`src/rtl/mode_alu_pkg.sv`:
```
package mode_alu_pkg;

    typedef enum logic [1:0] {
        SEL_PASS_A = 2'b00,
        SEL_INV_A  = 2'b01,
        SEL_A_B    = 2'b10,
        SEL_NA_B   = 2'b11
    } alu_sel_e;

    typedef struct packed {
        logic inv_a;
        logic use_b;
        logic arith;
    } alu_ctrl_t;

    function automatic alu_ctrl_t decode_ctrl(input logic [1:0] sel, input logic mode);
        alu_ctrl_t c;
        c.inv_a = sel[0];
        c.use_b = sel[1];
        c.arith = mode;
        return c;
    endfunction

endpackage

```
`src/rtl/mode_alu_opnd.sv`:
```
module mode_alu_opnd
    import mode_alu_pkg::*;
#(
    parameter int WIDTH = 8
) (
    input  logic [WIDTH-1:0] a_raw,
    input  logic [WIDTH-1:0] b_raw,
    input  alu_ctrl_t        ctrl,
    output logic [WIDTH-1:0] a_cond,
    output logic [WIDTH-1:0] b_cond
);

    always_comb begin
        a_cond = a_raw ^ {WIDTH{ctrl.inv_a}};
        b_cond = b_raw & {WIDTH{ctrl.use_b}};
    end

endmodule

```
`src/rtl/mode_alu_cell.sv`:
```
module mode_alu_cell (
    input  logic op_a,
    input  logic op_b,
    input  logic arith,
    input  logic c_in,
    output logic f_bit,
    output logic c_out
);

    logic half_sum;
    logic c_gated;

    always_comb begin
        half_sum = op_a ^ op_b;
        c_gated  = c_in & arith;
        f_bit    = half_sum ^ c_gated;
        c_out    = arith & ((op_a & op_b) | (c_gated & half_sum));
    end

endmodule

```
`src/rtl/mode_alu.sv`:
```
module mode_alu
    import mode_alu_pkg::*;
#(
    parameter int WIDTH = 8
) (
    input  logic [WIDTH-1:0] a_i,
    input  logic [WIDTH-1:0] b_i,
    input  logic [1:0]       sel_i,
    input  logic             mode_i,
    input  logic             cin_i,
    output logic [WIDTH-1:0] f_o,
    output logic             cout_o
);

    localparam int NCARRY = WIDTH + 1;

    alu_ctrl_t         ctrl;
    logic [WIDTH-1:0]  a_cond;
    logic [WIDTH-1:0]  b_cond;
    logic [NCARRY-1:0] carry;

    assign ctrl     = decode_ctrl(sel_i, mode_i);
    assign carry[0] = cin_i;

    mode_alu_opnd #(.WIDTH(WIDTH)) opnd_i (
        .a_raw  (a_i),
        .b_raw  (b_i),
        .ctrl   (ctrl),
        .a_cond (a_cond),
        .b_cond (b_cond)
    );

    for (genvar k = 0; k < WIDTH; k++) begin : g_cell
        mode_alu_cell cell_i (
            .op_a  (a_cond[k]),
            .op_b  (b_cond[k]),
            .arith (ctrl.arith),
            .c_in  (carry[k]),
            .f_bit (f_o[k]),
            .c_out (carry[k+1])
        );
    end

    assign cout_o = carry[NCARRY-1];

endmodule

```
`config.mk`:
```
export PLATFORM = sky130hd
export DESIGN_NAME = mode_alu
export DESIGN_NICKNAME = d
export VERILOG_FILES = /design/src/rtl/mode_alu_pkg.sv /design/src/rtl/mode_alu_opnd.sv /design/src/rtl/mode_alu_cell.sv /design/src/rtl/mode_alu.sv
export SDC_FILE = /design/constraint.sdc
export NUM_CORES = 1
export LEC_CHECK = 0
export BUFFER_PORTS_ARGS = -buffer_cell sky130_fd_sc_hd__buf_2
export CORE_AREA = 2 2 39 41
export DETAILED_ROUTE_END_ITERATION = 12
export DIE_AREA = 0 0 41 43
export SLEW_MARGIN = 15
export SYNTH_ARGS = -nofsm -noshare
export SYNTH_HDL_FRONTEND = slang
export SYNTH_SLANG_ARGS = --single-unit
```
`constraint.sdc`:
```
create_clock -name vclk -period 9.7
set_input_delay 0.97 -clock vclk [all_inputs]
set_output_delay 0.97 -clock vclk [all_outputs]
set_load 0.05 [all_outputs]
```
==> flow_summary.toml <==
[critical_path]
criticalPathCategory = "input port to output pin"
crit_required_ps = 8730
end_kind = "output pin"
cp_max_fo = 8
startpoint_type = "input port"
crit_arrival_ps = 5250

[sta]
worstMarginPinSlew_ps = 248
hold_viol_final = 0
fin_crit_ps = 6220
rsz0062_at_grt = "false"
fin_ws_ps = 3480
report.final.slew_viol_count = 0
worst_slew_margin_rel_pct = 83.6
timing.final.crit_share_pct = 64.1
achievable-frequency_ghz = 0.161
finalSetupViolations = 0
fin_setup_tns_ps = 0

[synthesis]
synthesis.area_um2 = 413
syn-mean-instance-area_um2 = 8.60
synth.net_count = 76
ys_warn_count = 0
portion_of_the_post_synthesis_area_used_by_sequential_elements_pct = 0
postSynthCellCount = 48
yosysUniqueCellTypes = 10

[cells_and_area]
multi_input_logic_area_um2 = 319
diodes = 0
layout_common_cells = "buf_2 (29), fa_1 (8), nand2_1 (7), xnor2_1 (6), inv_1 (6)"
most_common_cell_after_layout_fill_and_taps_aside = "buf_2"
clock_buffers = 0
area.sequential_um2 = 0
layout_cell_share_with_drive_strength_beyond_1_pct = 42.6
final.fill_count = 161
synthToLayoutAreaGrowth_pct = 22.7
nets = 98
flops_and_latches = 0

[die]
start_util_pct = 29.8
fp.dieW_um = 41
core_footprint_um2 = 1380
num_io_pins = 29
fp-row-count = 14
floorplan.die.height_um = 43
die_area_um2 = 1760

[route]
detail_route.wirelength_um = 760
drc = 0
routed_via_density = 4.00
drt_first_pass_iters = 1
route.vias.total = 336
drtAntennaViolNets = 0
dr.first_iter.drc_count = 0
routedWlPerCell_um = 9.05

[status]
outcome = "finished, final reports clean"

[global_routing]
initial_antenna_violation_count = 0
gr_usage_total_pct = 9.38
grt_pass1_wl_mm = 1.17
grt_start_max_net_pins = 10
first_global_vias = 294
grt.overflow.total = 0

[hold_path]
hold_path_startpoint = "mode_i"
min_path_cells = 3
worst_hold_path.endpoint = "cout_o"
hold_path.class = "input port to output pin"

[power_and_ir_drop]
power.density_nw_per_um2 = 103
power.static_leakage_nw = 0.252
worst_ir_drop_on_vdd_v = 0.0000301

[placed_design]
pre_cts_ws_ps = 3450
portBuffers = 29
detailedPlacementHpwl_um = 688
gpl_congestion = 0.653

[job]
maxCapViolCount = 0

[clocking]
cts_resized = 0
cts_hold_buf = 0
cts_setup_buffers = 0
[Yosys cell counts]
master / count / share of area (%)
and2_1: 4 / 6.1
inv_1: 6 / 5.5
xnor2_1: 6 / 13
nand2b_1: 5 / 7.6
fa_1: 8 / 39
nor2b_1: 1 / 1.5
buf_4: 8 / 15
buf_6: 1 / 2.7
nand2_1: 7 / 6.4
xor2_1: 2 / 4.2
[critical path, stage by stage]
cell      delay, ps
buf_2           220
xor2_1          220
fa_1            190
and2_1          130
fa_1            160
nand2_1          60
fa_1            350
nand2b_1        160
fa_1            350
nand2b_1        160
fa_1            340
nand2b_1        150
fa_1            360
nand2b_1        170
fa_1            360
nand2b_1        160
fa_1            420
inv_1            50
buf_2           250
[metrics by stage]
stage	hold WS (ps)	std cells	total power, mW	instance area [µm²]	util, %
finish	2420	84	0.0519	507	36.6
global route	2450	84	0.0570	507	36.6
CTS	2430	84	0.0529	507	36.6
detailed placement	2430	84	0.0528	507	36.6
global placement	2430	84	0.0519	507	36.6
floorplan	2210	48	0.0495	413	-
[report_power, final]
part           internal, mW  leakage (nW)  switching, mW
Clock                     0             0              0
Sequential                0             0              0
Combinational        0.0144         0.252         0.0376
[metal layers]
| layer | share of wire [%] | GRT usage (%) | wire (µm) |
|---|---|---|---|
| met3 | 7.9 | 0 | 60 |
| met5 | 0 | 0 | 0 |
| met1 | 36 | 11.1 | 276 |
| met2 | 56 | 18.4 | 424 |
| met4 | 0 | 0 | 0 |
[logic make-up (layout without fill, tap and decap cells)]
kind of cell / Yosys count / in the layout / synth area share [%]
buffers and inverters: 15 / 35 / 22.7
adders and majority gates: 8 / 8 / 38.8
xor gates and xnor gates: 8 / 8 / 17.0
and+or+nand+nor: 17 / 17 / 21.5
[how the worst max path moves through the flow]
stage / from / to / cells past startpoint
detailed placement: sel_i[0] / f_o[7] / 19
global placement: sel_i[0] / f_o[7] / 19
global route: sel_i[0] / f_o[7] / 19
floorplan: sel_i[0] / cout_o / 18
finish: sel_i[0] / f_o[7] / 19
CTS: sel_i[0] / f_o[7] / 19
[cell type report]
class                           instances  share of cell area [%]
Timing Repair Buffer                   29                    28.6
Tap cell                               16                    3.95
Inverter                                6                    4.44
Multi-Input combinational cell         33                    63.0
Power figures use the tool's default switching activity.
